**src/rtl/frac_div_pkg.sv**
```systemverilog
package frac_div_pkg;
  localparam int MIN_RATIO = 2;

  typedef enum logic {
    PH_BOOT = 1'b0,
    PH_RUN  = 1'b1
  } div_phase_t;
endpackage

```
**src/rtl/frac_cfg_sanitize.sv**
```systemverilog
module frac_cfg_sanitize #(
  parameter int NW = 12,
  parameter int MW = 8
) (
  input  logic [NW-1:0] n_in,
  input  logic [MW-1:0] f_in,
  input  logic [MW-1:0] m_in,
  output logic [NW-1:0] n_eff,
  output logic [MW-1:0] f_eff,
  output logic          bad
);
  import frac_div_pkg::*;

  localparam logic [NW-1:0] NFLOOR = NW'(MIN_RATIO);

  always_comb begin
    bad   = (f_in >= m_in);
    f_eff = bad ? '0 : f_in;
    n_eff = (n_in < NFLOOR) ? NFLOOR : n_in;
  end
endmodule

```
**src/rtl/frac_accum.sv**
```systemverilog
module frac_accum #(
  parameter int MW = 8
) (
  input  logic          clk,
  input  logic          rst_n,
  input  logic          step,
  input  logic [MW-1:0] f_eff,
  input  logic [MW-1:0] m_in,
  output logic          carry,
  output logic [MW-1:0] acc_q,
  output logic [MW-1:0] mod_q
);
  logic          mod_change;
  logic [MW:0]   sum;
  logic [MW:0]   wrapped;
  logic [MW-1:0] acc_next;

  always_comb begin
    mod_change = (m_in != mod_q);
    sum        = {1'b0, acc_q} + {1'b0, f_eff};
    wrapped    = sum - {1'b0, m_in};
    carry      = !mod_change && (m_in != '0) && (sum >= {1'b0, m_in});
    if (mod_change)
      acc_next = '0;
    else if (carry)
      acc_next = wrapped[MW-1:0];
    else
      acc_next = sum[MW-1:0];
  end

  always_ff @(posedge clk) begin
    if (!rst_n) begin
      acc_q <= '0;
      mod_q <= '0;
    end else if (step) begin
      acc_q <= acc_next;
      mod_q <= m_in;
    end
  end
endmodule

```
**src/rtl/vmod_counter.sv**
```systemverilog
module vmod_counter #(
  parameter int RW = 13
) (
  input  logic          clk,
  input  logic          rst_n,
  input  logic [RW-1:0] next_ratio,
  output logic          load,
  output logic          pulse,
  output logic [RW-1:0] cnt_q,
  output logic [RW-1:0] ratio_q
);
  import frac_div_pkg::*;

  div_phase_t phase_q;

  always_comb begin
    pulse = (phase_q == PH_RUN) && (cnt_q == ratio_q - 1'b1);
    load  = (phase_q == PH_BOOT) || pulse;
  end

  always_ff @(posedge clk) begin
    if (!rst_n) begin
      phase_q <= PH_BOOT;
      cnt_q   <= '0;
      ratio_q <= RW'(MIN_RATIO);
    end else if (load) begin
      phase_q <= PH_RUN;
      cnt_q   <= '0;
      ratio_q <= next_ratio;
    end else begin
      cnt_q   <= cnt_q + 1'b1;
    end
  end
endmodule

```
**src/rtl/frac_div_ctrl.sv**
```systemverilog
module frac_div_ctrl #(
  parameter int NW = 12,
  parameter int MW = 8
) (
  input  logic          clk,
  input  logic          rst_n,
  input  logic [NW-1:0] int_ratio_i,
  input  logic [MW-1:0] frac_num_i,
  input  logic [MW-1:0] modulus_i,
  output logic          div_pulse_o,
  output logic          cfg_err_o
);
  localparam int RW = NW + 1;

  logic [NW-1:0] n_eff;
  logic [MW-1:0] f_eff;
  logic          cfg_bad;
  logic          carry;
  logic [MW-1:0] acc_w;
  logic [MW-1:0] mod_w;
  logic          load_w;
  logic          pulse_w;
  logic [RW-1:0] cnt_w;
  logic [RW-1:0] ratio_w;
  logic [RW-1:0] next_ratio;
  logic          err_q;

  frac_cfg_sanitize #(.NW(NW), .MW(MW)) u_cfg (
    .n_in  (int_ratio_i),
    .f_in  (frac_num_i),
    .m_in  (modulus_i),
    .n_eff (n_eff),
    .f_eff (f_eff),
    .bad   (cfg_bad)
  );

  frac_accum #(.MW(MW)) u_acc (
    .clk   (clk),
    .rst_n (rst_n),
    .step  (load_w),
    .f_eff (f_eff),
    .m_in  (modulus_i),
    .carry (carry),
    .acc_q (acc_w),
    .mod_q (mod_w)
  );

  assign next_ratio = RW'(n_eff) + RW'(carry);

  vmod_counter #(.RW(RW)) u_cnt (
    .clk        (clk),
    .rst_n      (rst_n),
    .next_ratio (next_ratio),
    .load       (load_w),
    .pulse      (pulse_w),
    .cnt_q      (cnt_w),
    .ratio_q    (ratio_w)
  );

  always_ff @(posedge clk) begin
    if (!rst_n)
      err_q <= 1'b0;
    else if (load_w)
      err_q <= cfg_bad;
  end

  assign div_pulse_o = pulse_w;
  assign cfg_err_o   = err_q;
endmodule

```
**config.mk**
```make
export PLATFORM = sky130hd
export DESIGN_NAME = frac_div_ctrl
export DESIGN_NICKNAME = d
export VERILOG_FILES = /design/src/rtl/frac_div_pkg.sv /design/src/rtl/frac_cfg_sanitize.sv /design/src/rtl/frac_accum.sv /design/src/rtl/vmod_counter.sv /design/src/rtl/frac_div_ctrl.sv
export SDC_FILE = /design/constraint.sdc
export NUM_CORES = 1
export LEC_CHECK = 0
export CAP_MARGIN = 20
export CORE_MARGIN = 2
export CORE_UTILIZATION = 62
export CTS_CLUSTER_DIAMETER = 30
export DETAILED_ROUTE_END_ITERATION = 7
export PLACE_DENSITY = 0.93
export SLEW_MARGIN = 20
export SYNTH_ARGS = -nofsm -noshare
export SYNTH_HDL_FRONTEND = slang
export SYNTH_SLANG_ARGS = --single-unit
```
**constraint.sdc**
```tcl
create_clock -name clk -period 18.2 [get_ports clk]
set_input_delay 5.46 -clock clk [delete_from_list [all_inputs] [get_ports clk]]
set_output_delay 5.46 -clock clk [all_outputs]
set_load 0.05 [all_outputs]
```
==> results.json <==
{
  "grt_usage_pct": 27.8,
  "min_path_type": "reg -> reg",
  "ctsLongestPathBuffers": 2,
  "syn-cell-area_um2": 3280,
  "rsz0062_at_grt": "false",
  "synthDistinctLibCells": 50,
  "hold_depth": 2,
  "swShare_pct": 32.6,
  "critical-path-slowest-cell": "clkdlybuf4s50_1",
  "busiest_layer": "met2",
  "grt.overflow.total": 0,
  "drive_gt1_share_pct": 5.66,
  "r2r_setup_slack_ns": 13.68,
  "crit_path_max_incr_delay_ns": 0.57,
  "cp_common_cell": "ha_1",
  "cts_root_buffer": "clkbuf_8",
  "ctsResizeCount": 0,
  "hold_path_end": "u_acc.mod_q[2]$_SDFFE_PN0P_",
  "fin_nets": 483,
  "path_buf_inv": 3,
  "area_delta_synth_final_pct": 13.3,
  "ff_latch_area_um2": 881,
  "cp_top_family": "compound AO/OA/AOI/OAI gates",
  "fin_worst_skew_ns": 0.0127,
  "p_seq_share_pct": 45.0,
  "place_congestion": 0.940,
  "fmax_ghz": 0.0879,
  "p_int_mw": 0.156,
  "finalSetupViolCount": 0,
  "die_width_um": 76.8,
  "finalWorstSetupSlack_ns": 6.82,
  "use_met2_pct": 49.9,
  "portBuffers": 31,
  "cts_tree": "done",
  "numCtsBuffers": 5,
  "worst_pin_slew_ns": 0.843,
  "crit_fanout": 10,
  "io_pins": 32,
  "netlist.area_leader.share_pct": 26.8,
  "synth_edf_count": 0,
  "grt_use_met1_pct": 32.1,
  "cap_violations": 0,
  "p_comb_share_pct": 27.2,
  "antenna_found_initial": 0,
  "async_flop_share_pct": 0,
  "vias": 2946,
  "diodes": 0,
  "netSwitchingPower_mw": 0.0754,
  "endpoint_kind": "flop",
  "ys_top_cells_by_count": "nor2_1 (48), dfxtp_1 (44), xnor2_1 (32), ha_1 (28), nand2_1 (24)",
  "routed_wl_um": 7760,
  "r2r-start": "u_acc.acc_q[0]$_SDFFE_PN0P_",
  "ir_worst_vdd_mv": 0.0443,
  "yosysSeqAreaShare_pct": 26.8,
  "initial_utilization_pct": 64.3,
  "avgViaCountPerCell": 5.96,
  "max-slew-margin-rel_pct": 43.6,
  "worstRegToRegCells": 18,
  "total_power_mw": 0.231,
  "dieArea_um2": 5900,
  "fin_crit_ns": 11.38,
  "yosys-top-cells-area": "dfxtp_1 (27%), ha_1 (11%), xnor2_1 (8.5%), nor2_1 (5.5%), xor2_1 (5.1%)",
  "holdWs_ns": 0.477,
  "dr.first_iter.drc_count": 178,
  "stdcell_area_um2": 3720,
  "ys_ff_latch": 44,
  "required_ns": 18.41,
  "rr_endpoint": "u_cnt.ratio_q[10]$_SDFFE_PN0P_",
  "dpl_cell_area_um2": 3630,
  "ys_warn_count": 0,
  "drtAntennaViolNets": 0,
  "p_leak_nw": 1.43,
  "final-hold-violation-count": 0,
  "die_h_um": 76.8,
  "worstHoldStart": "u_acc.mod_q[2]$_SDFFE_PN0P_",
  "fillers": 395,
  "hpwl_um": 6090,
  "outcome": "finished, final reports clean",
  "synth-main-ff-cell": "dfxtp_1",
  "core_area_um2": 5110,
  "grt_max_degree": 48,
  "grt_pass1_wl_um": 13200,
  "syn_nets": 458,
  "row_count": 26,
  "grtUsageMet3_pct": 4.47,
  "dr.pass1.iters": 5,
  "cts_num_sinks": 44,
  "synth_top_cell_by_area": "dfxtp_1",
  "critical_path_class": "in -> reg",
  "final_max_slew_viol_count": 0,
  "fin_tns_setup_ns": 0,
  "grt_pass1_vias": 2927,
  "critPathArrivalTime_ns": 11.59,
  "post-cts-setup-buffers": 0,
  "synth_most_common_cell": "nor2_1",
  "cts.reportedPaths.clkPinSlew_ns": 0.09,
  "drt_drc_violations_left": 0,
  "insertion_delay_ns": 0.31,
  "powerDensity_nw_per_um2": 62.2,
  "cp-start-kind": "input port",
  "htree_levels": 2,
  "cts_hold_buffers": 0,
  "multiInputGateArea_um2": 2280,
  "syn_avg_cell_area_um2": 8.25,
  "wire_per_inst_um": 15.7,
  "dp_slack_ns": 6.57,
  "fin_crit_sh_pct": 62.5,
  "synth_cells": 398,
  "clock_power_share_pct": 27.8
}
==> cell usage in the layout (no fill, tap or decap), drive strengths merged, types with 7 or more instances in the layout <==
| cell type | instances |
|---|---|
| o21ai | 22 |
| nand3 | 22 |
| and3 | 7 |
| nand2 | 24 |
| xnor2 | 32 |
| and2 | 12 |
| a211oi | 13 |
| nor2 | 48 |
| xor2 | 19 |
| mux2i | 8 |
| ha | 28 |
| nor4 | 8 |
| o2bb2ai | 7 |
| a21oi | 13 |
| clkdlybuf4s50 | 31 |
| inv | 17 |
| dfxtp | 44 |
==> area by class of cell <==
class                           count  area share [%]
Clock buffer                        5            1.85
Clock inverter                      3           0.572
Inverter                           16            1.61
Multi-Input combinational cell    323            61.2
Sequential cell                    44            23.7
Tap cell                           70            2.35
Timing Repair Buffer               33            8.74
==> state kept, by name, summed over array words and instances, names as in the netlist <==
name and flops:
u_cnt.cnt_q 13, u_cnt.ratio_q 13, u_acc.mod_q 8, u_cnt.phase_q 1, cfg_err_o 1, u_acc.acc_q 8
==> power groups by stage <==
stage / clock, mW / sequential, mW / combinational, mW
CTS: 0.0644 / 0.104 / 0.0623
global placement: 0 / 0.106 / 0.0595
finish: 0.0643 / 0.104 / 0.0629
floorplan: 0 / 0.105 / 0.0428
global route: 0.0682 / 0.105 / 0.0700
detailed placement: 0 / 0.106 / 0.0614
==> cells by family after synthesis <==
family | share of synthesized area, %
adder cells (fa/ha/maj) | 11.9
multiplexers | 3.12
AO/OA/AOI/OAI | 17.4
buffers and inverters | 4.19
flip-flops | 26.8
XOR/XNOR | 13.6
AND/OR/NAND/NOR | 22.9
==> metrics by stage <==
stage	utilization, %	std cells
2_1_floorplan	-	398
4_1_cts	72.9	494
5_1_grt	72.9	494
6_report	72.9	494
3_5_place_dp	71.1	486
3_3_place_gp	71.1	486
==> worst reg2reg max path, cell delays in order (launching register included) <==
cell,delay [ns]
dfxtp_1,0.35
ha_1,0.18
inv_1,0.05
fa_1,0.40
xnor2_1,0.30
ha_1,0.36
o21a_1,0.20
o31a_1,0.12
o31ai_1,0.35
a21oi_1,0.13
o311a_1,0.50
ha_1,0.31
ha_1,0.22
nand3_1,0.12
nor2_1,0.08
and3_1,0.20
and3_1,0.21
xnor2_1,0.13
a211oi_1,0.21
==> worst max-delay path by stage <==
stage / slack, ns / from / to / cells past startpoint
floorplan: 7.24 / frac_num_i[0] / u_cnt.ratio_q[10]$_SDFFE_PN0P_ / 28
global placement: 6.84 / modulus_i[1] / u_cnt.ratio_q[10]$_SDFFE_PN0P_ / 28
detailed placement: 6.57 / modulus_i[0] / u_cnt.ratio_q[10]$_SDFFE_PN0P_ / 28
CTS: 6.86 / modulus_i[0] / u_cnt.ratio_q[10]$_SDFFE_PN0P_ / 28
global route: 6.34 / modulus_i[1] / u_cnt.ratio_q[10]$_SDFFE_PN0P_ / 28
finish: 6.82 / modulus_i[0] / u_cnt.ratio_q[10]$_SDFFE_PN0P_ / 28
==> routing by layer <==
metal	share of wire (%)	routed length (µm)
met4	3.6	278
met1	41	3150
met2	52	4060
met5	0	0
met3	3.6	276
Note: power is estimated with default switching activity, not from simulation.
